==> src/rtl/lcd_framer_pkg.sv <==
package lcd_framer_pkg;

  typedef enum logic [2:0] {
    ST_IDLE,
    ST_SYNC,
    ST_NHI,
    ST_NLO,
    ST_WDAT,
    ST_HOLD
  } fr_state_e;

  function automatic logic [7:0] sync_hdr(input logic rs);
    return {5'b11111, 1'b0, rs, 1'b0};
  endfunction

  function automatic logic [7:0] nib_hi(input logic [7:0] b);
    return {b[7:4], 4'b0000};
  endfunction

  function automatic logic [7:0] nib_lo(input logic [7:0] b);
    return {b[3:0], 4'b0000};
  endfunction

endpackage

==> src/rtl/lcd_bit_shifter.sv <==
module lcd_bit_shifter #(
  parameter int DIV = 4
) (
  input  logic       clk_i,
  input  logic       rst_ni,
  input  logic       load_i,
  input  logic [7:0] byte_i,
  output logic       busy_o,
  output logic       last_o,
  output logic       sclk_o,
  output logic       sdo_o
);

  localparam int DW = (DIV > 1) ? $clog2(DIV) : 1;

  logic [7:0]    sh_q;
  logic [2:0]    bit_q;
  logic [DW-1:0] div_q;
  logic          hi_q;
  logic          busy_q;
  logic          half_end;

  assign half_end = (div_q == DW'(DIV - 1));
  assign last_o   = busy_q && hi_q && half_end && (bit_q == 3'd0);
  assign busy_o   = busy_q;
  assign sclk_o   = !busy_q || hi_q;
  assign sdo_o    = sh_q[7];

  always_ff @(posedge clk_i or negedge rst_ni) begin
    if (!rst_ni) begin
      sh_q   <= '0;
      bit_q  <= '0;
      div_q  <= '0;
      hi_q   <= 1'b0;
      busy_q <= 1'b0;
    end else if (load_i) begin
      sh_q   <= byte_i;
      bit_q  <= 3'd7;
      div_q  <= '0;
      hi_q   <= 1'b0;
      busy_q <= 1'b1;
    end else if (busy_q) begin
      if (half_end) begin
        div_q <= '0;
        if (!hi_q) begin
          hi_q <= 1'b1;
        end else if (bit_q == 3'd0) begin
          busy_q <= 1'b0;  // keep last bit on sdo while idle
        end else begin
          hi_q  <= 1'b0;
          bit_q <= bit_q - 3'd1;
          sh_q  <= {sh_q[6:0], 1'b0};
        end
      end else begin
        div_q <= div_q + DW'(1);
      end
    end
  end


  sdo_stable_hi_chk: assert property (@(posedge clk_i) disable iff (!rst_ni)
    (sclk_o && $past(sclk_o)) |-> $stable(sdo_o));

endmodule

==> src/rtl/lcd_hold_timer.sv <==
module lcd_hold_timer #(
  parameter int W = 16
) (
  input  logic         clk_i,
  input  logic         rst_ni,
  input  logic         start_i,
  input  logic [W-1:0] cycles_i,
  output logic         fire_o
);

  logic [W-1:0] cnt_q;
  logic         run_q;
  logic         fire_q;

  assign fire_o = fire_q;

  always_ff @(posedge clk_i or negedge rst_ni) begin
    if (!rst_ni) begin
      cnt_q  <= '0;
      run_q  <= 1'b0;
      fire_q <= 1'b0;
    end else begin
      fire_q <= 1'b0;
      if (start_i) begin
        if (cycles_i == '0) begin
          fire_q <= 1'b1;
        end else begin
          run_q <= 1'b1;
          cnt_q <= cycles_i - W'(1);
        end
      end else if (run_q) begin
        if (cnt_q == '0) begin
          run_q  <= 1'b0;
          fire_q <= 1'b1;
        end else begin
          cnt_q <= cnt_q - W'(1);
        end
      end
    end
  end


  no_restart_chk: assert property (@(posedge clk_i) disable iff (!rst_ni)
    start_i |-> !run_q);


  fire_pulse_chk: assert property (@(posedge clk_i) disable iff (!rst_ni)
    fire_o |=> !fire_o);

endmodule

==> src/rtl/lcd_ser_framer.sv <==
module lcd_ser_framer
  import lcd_framer_pkg::*;
#(
  parameter int CLK_HZ    = 100_000_000,
  parameter int SCLK_DIV  = 4,
  parameter int HOLD_US_W = 11
) (
  input  logic                 clk_i,
  input  logic                 rst_ni,
  input  logic                 req_valid_i,
  output logic                 req_ready_o,
  input  logic                 req_data_i,
  input  logic [7:0]           req_cmd_i,
  input  logic [HOLD_US_W-1:0] req_hold_us_i,
  input  logic                 dat_valid_i,
  output logic                 dat_ready_o,
  input  logic [7:0]           dat_byte_i,
  input  logic                 dat_last_i,
  output logic                 done_o,
  output logic                 lcd_cs_o,
  output logic                 lcd_sclk_o,
  output logic                 lcd_sdo_o
);

  localparam int CYC_PER_US = CLK_HZ / 1_000_000;
  localparam int CPU_W      = $clog2(CYC_PER_US + 1);
  localparam int HCYC_W     = HOLD_US_W + CPU_W;

  fr_state_e             st_q, st_d;
  logic                  rs_q;
  logic [7:0]            pay_q;
  logic                  last_q;
  logic [HOLD_US_W-1:0]  hold_q;

  logic                  sh_ld, sh_busy, sh_last;
  logic [7:0]            sh_byte;
  logic                  fire, acc_req, acc_dat, frame_end;
  logic [HCYC_W-1:0]     hold_cyc;

  assign req_ready_o = (st_q == ST_IDLE) || (st_q == ST_HOLD && fire);
  assign dat_ready_o = (st_q == ST_WDAT);
  assign acc_req     = req_valid_i && req_ready_o;
  assign acc_dat     = dat_valid_i && dat_ready_o;
  assign frame_end   = sh_last && (st_q == ST_NLO) && (!rs_q || last_q);
  assign hold_cyc    = HCYC_W'(hold_q) * HCYC_W'(CYC_PER_US);
  assign lcd_cs_o    = (st_q == ST_SYNC) || (st_q == ST_NHI) ||
                       (st_q == ST_NLO)  || (st_q == ST_WDAT);
  assign done_o      = fire;

  always_comb begin
    st_d    = st_q;
    sh_ld   = 1'b0;
    sh_byte = '0;
    unique case (st_q)
      ST_IDLE: if (acc_req) begin
        sh_ld = 1'b1; sh_byte = sync_hdr(req_data_i); st_d = ST_SYNC;
      end
      ST_SYNC: if (sh_last) begin
        if (rs_q) st_d = ST_WDAT;
        else begin sh_ld = 1'b1; sh_byte = nib_hi(pay_q); st_d = ST_NHI; end
      end
      ST_WDAT: if (acc_dat) begin
        sh_ld = 1'b1; sh_byte = nib_hi(dat_byte_i); st_d = ST_NHI;
      end
      ST_NHI: if (sh_last) begin
        sh_ld = 1'b1; sh_byte = nib_lo(pay_q); st_d = ST_NLO;
      end
      ST_NLO: if (sh_last) st_d = (!rs_q || last_q) ? ST_HOLD : ST_WDAT;
      ST_HOLD: if (fire) begin
        if (acc_req) begin
          sh_ld = 1'b1; sh_byte = sync_hdr(req_data_i); st_d = ST_SYNC;
        end else st_d = ST_IDLE;
      end
      default: st_d = ST_IDLE;
    endcase
  end

  always_ff @(posedge clk_i or negedge rst_ni) begin
    if (!rst_ni) begin
      st_q   <= ST_IDLE;
      rs_q   <= 1'b0;
      pay_q  <= '0;
      last_q <= 1'b0;
      hold_q <= '0;
    end else begin
      st_q <= st_d;
      if (acc_req) begin
        rs_q   <= req_data_i;
        pay_q  <= req_cmd_i;
        hold_q <= req_hold_us_i;
      end
      if (acc_dat) begin
        pay_q  <= dat_byte_i;
        last_q <= dat_last_i;
      end
    end
  end

  lcd_bit_shifter #(.DIV(SCLK_DIV)) u_shift (
    .clk_i  (clk_i),
    .rst_ni (rst_ni),
    .load_i (sh_ld),
    .byte_i (sh_byte),
    .busy_o (sh_busy),
    .last_o (sh_last),
    .sclk_o (lcd_sclk_o),
    .sdo_o  (lcd_sdo_o)
  );

  lcd_hold_timer #(.W(HCYC_W)) u_hold (
    .clk_i    (clk_i),
    .rst_ni   (rst_ni),
    .start_i  (frame_end),
    .cycles_i (hold_cyc),
    .fire_o   (fire)
  );


  load_when_free_chk: assert property (@(posedge clk_i) disable iff (!rst_ni)
    sh_ld |-> (!sh_busy || sh_last));


  cs_fall_clk_hi_chk: assert property (@(posedge clk_i) disable iff (!rst_ni)
    $fell(lcd_cs_o) |-> (lcd_sclk_o && !sh_busy));


  ready_not_framing_chk: assert property (@(posedge clk_i) disable iff (!rst_ni)
    req_ready_o |-> !lcd_cs_o);


  done_after_cs_chk: assert property (@(posedge clk_i) disable iff (!rst_ni)
    done_o |-> !lcd_cs_o);


  dat_take_shift_chk: assert property (@(posedge clk_i) disable iff (!rst_ni)
    acc_dat |=> (lcd_cs_o && !lcd_sclk_o));

endmodule

==> config.mk <==
export PLATFORM = sky130hd
export DESIGN_NAME = lcd_ser_framer
export DESIGN_NICKNAME = d
export VERILOG_FILES = /design/src/rtl/lcd_framer_pkg.sv /design/src/rtl/lcd_bit_shifter.sv /design/src/rtl/lcd_hold_timer.sv /design/src/rtl/lcd_ser_framer.sv
export SDC_FILE = /design/constraint.sdc
export NUM_CORES = 1
export LEC_CHECK = 0
export BUFFER_PORTS_ARGS = -buffer_cell sky130_fd_sc_hd__clkbuf_2
export CAP_MARGIN = 5
export CELL_PAD_IN_SITES_DETAIL_PLACEMENT = 0
export CELL_PAD_IN_SITES_GLOBAL_PLACEMENT = 1
export CORE_MARGIN = 3
export CORE_UTILIZATION = 34
export DETAILED_ROUTE_END_ITERATION = 16
export HOLD_SLACK_MARGIN = 0.12
export PLACE_DENSITY_LB_ADDON = 0.05
export SLEW_MARGIN = 20
export SYNTH_ARGS = -nofsm -noshare
export SYNTH_HDL_FRONTEND = slang
export SYNTH_SLANG_ARGS = --single-unit
==> constraint.sdc <==
create_clock -name clk_i -period 4.6 [get_ports clk_i]
set_input_delay 0.69 -clock clk_i [delete_from_list [all_inputs] [get_ports clk_i]]
set_output_delay 0.69 -clock clk_i [all_outputs]
set_load 0.1 [all_outputs]
==> metrics <==
number of top-level pins 39; via/cell ratio ~5.1; starting density of the core 35.7%; clk_skew 7.15 ps; CP cell instances inv_1 > ha_1 > ha_1 > ha_1 > inv_1 > fa_1 > and2b_1 > o31a_1 > a21oi_1 > or4_4 > or4_4 > nor4b_4 > buf_4 > buf_12 > o21ba_2 > o22a_1; final std cell area, no fill around 5300 um^2; achievable frequency 228 MHz; final cycle utilization of the critical path a little over nine tenths; Post-Synth XOR/XNOR Area around 5%; post-synthesis sequential area ratio 32.9%; GR Overflow Total 0; post-synthesis instance area roughly 4400 um^2; combinational family with the most area after synthesis compound AO/OA/AOI/OAI gates; fin. max-slew vios 0; final layout net count 652; post-synthesis simple-gate area fraction 19.4%; cell type of the slowest stage on the worst timing path sky130_fd_sc_hd__or4_4; CTS tree done; share of layout cells above drive strength 1 16.3%; storage element area 1450 um^2; Die Span Y 120 um; cell area after placement between 4000 and 5000 um^2; slew at the pin closest to its max-slew limit 1010 ps; mux cell area share after synthesis ~1.4%; count of buffers inserted at the top-level ports 38; maximum capacitance violations 0; synth warn 0; first-pass GRT wire length ~18000 um; count of hold-fix buffers inserted at cts 0; Async S/R FF share, synth 100%; Worst path most repeated cell sky130_fd_sc_hd__ha_1; worst endpoint required time 4820 ps; wire length per cell 15.2 um; shortest clock period the worst path allows after layout 4380 ps; element type at the critical path end register; status completed; syn_nets about 600; fraction of the mapped netlist area in compound gates 20.2%; sink count of the clock tree 58; Fillers 1238; level count of the clock H-tree 3; via count of the first global-routing pass 3638; Inserted Clock Buffers 9; area of the die about 14000 um^2; number of enable-type register cells in the synthesized netlist 0; root cell of the clock tree sky130_fd_sc_hd__clkbuf_16; combined area of the multi-input logic cells 2760 um^2; kind of launch point of the worst setup path register; number of DRC violations after detailed routing 0; first-pass iteration count of the detailed router 4; Core ar. approximately 12000 um^2; total wirelength of the detailed-routed design 11300 um; overall global routing resource usage 16.0%; Mean Syn Cell Area 8.50 um^2; worst-path fanout max 7; global placement routability congestion 0.793; Vias 3761; maximum number of pins on one net before global-route repair 31; CP Class reg2reg; insertion delay to the later sink of the worst-skew pair 330 ps; initial antenna violation count 0; violation count after the first detailed-routing iteration 240; tightest slew margin relative to the limit 32.5%; CTS clock-pin slew for the worst setup and hold paths roughly 50 ps; accumulated negative setup slack 0 ps; slowest stage delay, CP between 500 and 600 ps; Min-Delay Path Class in2async; final hold vios 0; arrival time at the worst endpoint 4600 ps; Layout Area Growth over Synthesis 19.3%; largest buffer count on any clock path 2; Hold WS 446 ps; Die Span X 120 um; Top FF cell, synth sky130_fd_sc_hd__dfrtp_1; arithmetic-cell share of the synthesized area counting full adders, half adders and majority gates 15.8%; count of nets left with antenna violations after detail routing 0; synthesized netlist cell count 519; hpwl dp about 8000 um; Finish-stage setup viols 0; number of unique standard cell types used by synthesis 58; post-synthesis register bit count 58; number of cell rows 40; Inserted Diodes 0
flip-flops by register name (all words and copies together) (netlist names), 2 cells and up:
register       cells
pay_q              8
u_shift.bit_q      3
st_q               3
u_hold.cnt_q      18
hold_q            11
u_shift.div_q      2
u_shift.sh_q       7
layer usage:
metal | GRT usage (%) | share of wire [%]
met5 | 0 | 0
met4 | 4.22 | 0.83
met3 | 3.77 | 3.4
met2 | 23.4 | 44
met1 | 23.6 | 52
worst max-delay path: cells and delay by family (launching register included):
family	cells	cell delay (ps)
and+or+nand+nor	4	1530
adders and majority gates	4	1340
AOI/OAI and AO/OA	4	550
buffers and inverters	4	450
DFF	1	390
through the flow:
step | util [%] | cells | setup slack (ps)
2_1_floorplan | - | 519 | 280
6_report | 42.6 | 740 | 218
3_5_place_dp | 38.9 | 713 | 77.0
5_1_grt | 42.6 | 740 | -1.48
4_1_cts | 41.3 | 729 | 57.5
3_3_place_gp | 38.9 | 713 | 114
final timing paths:
check | to | slack [ps] | cells after the start | from
setup reg to reg | u_hold.cnt_q[10]$_DFFE_PN0P_ | 220 | 16 | hold_q[2]$_DFFE_PN0P_
hold / removal | u_hold.cnt_q[15]$_DFFE_PN0P_ | 450 | 1 | rst_ni
hold reg to reg | pay_q[3]$_DFFE_PN0P_ | 500 | 2 | pay_q[3]$_DFFE_PN0P_
max in group asynchronous | pay_q[5]$_DFFE_PN0P_ | 3240 | 2 | rst_ni
setup / recovery | u_hold.cnt_q[10]$_DFFE_PN0P_ | 220 | 16 | hold_q[2]$_DFFE_PN0P_
min in group clk_i | pay_q[3]$_DFFE_PN0P_ | 500 | 2 | pay_q[3]$_DFFE_PN0P_
cell usage after synthesis, drive strengths merged, types with 5 or more instances:
library cell	count	share of area [%]
clkbuf	17	1.5
mux2i	6	1.4
o22ai	7	0.99
o22a	8	1.6
fa	6	2.7
xnor2	15	3.0
nor4	6	0.85
nand2	69	5.9
o21ai	38	4.3
inv	35	3.0
nor2	51	4.3
xor2	10	2.0
a21oi	29	3.3
nand3	5	0.57
nor3	11	1.2
ha	46	13
buf	7	0.94
a31oi	15	2.1
nand2b	10	1.4
o211ai	5	0.96
dfrtp	58	33
layout by cell type, fill, tap and decap left out, drive strengths merged, types with 4 or more instances in the layout:
master / instances
a21oi: 29
nand3: 5
nor2: 51
nor3: 11
o211ai: 5
a31oi: 15
ha: 46
nand2: 69
dfrtp: 58
fa: 6
a211oi: 4
and3: 4
nor4: 6
clkbuf: 51
buf: 21
o22a: 8
xnor2: 15
o21ai: 38
o22ai: 7
inv: 35
nand2b: 10
and2: 4
o21a: 4
xor2: 10
a32oi: 4
clkinv: 4
mux2i: 6
what timing repair did:
| action | 4_1_cts | 5_1_grt |
|---|---|---|
| setup endpoints to repair | 0 | 15 |
| gates resized for setup | 0 | 7 |
| buffers inserted | 0 | 9 |
logic make-up (layout without fill, tap and decap cells):
| kind of cell | count (synthesis) | after routing |
|---|---|---|
| adder cells (fa/ha/maj) | 52 | 52 |
| AND/OR/NAND/NOR | 182 | 182 |
| flip-flops | 58 | 58 |
| XOR/XNOR | 25 | 25 |
| buffers and inverters | 59 | 112 |
| multiplexers | 6 | 6 |
| AO/OA/AOI/OAI | 137 | 137 |
cell type report:
type,instances,share of cell area (%)
timing repair buffer,61,7.80
sequential,58,27.6
clock buffer,11,4.61
multi-input combinational,402,52.5
tap,168,4.00
inverter,35,2.50
clock inverter,5,1.02
Power is not shown: default switching activity piles up to over one toggle a cycle in this logic, so the estimate is an artifact.
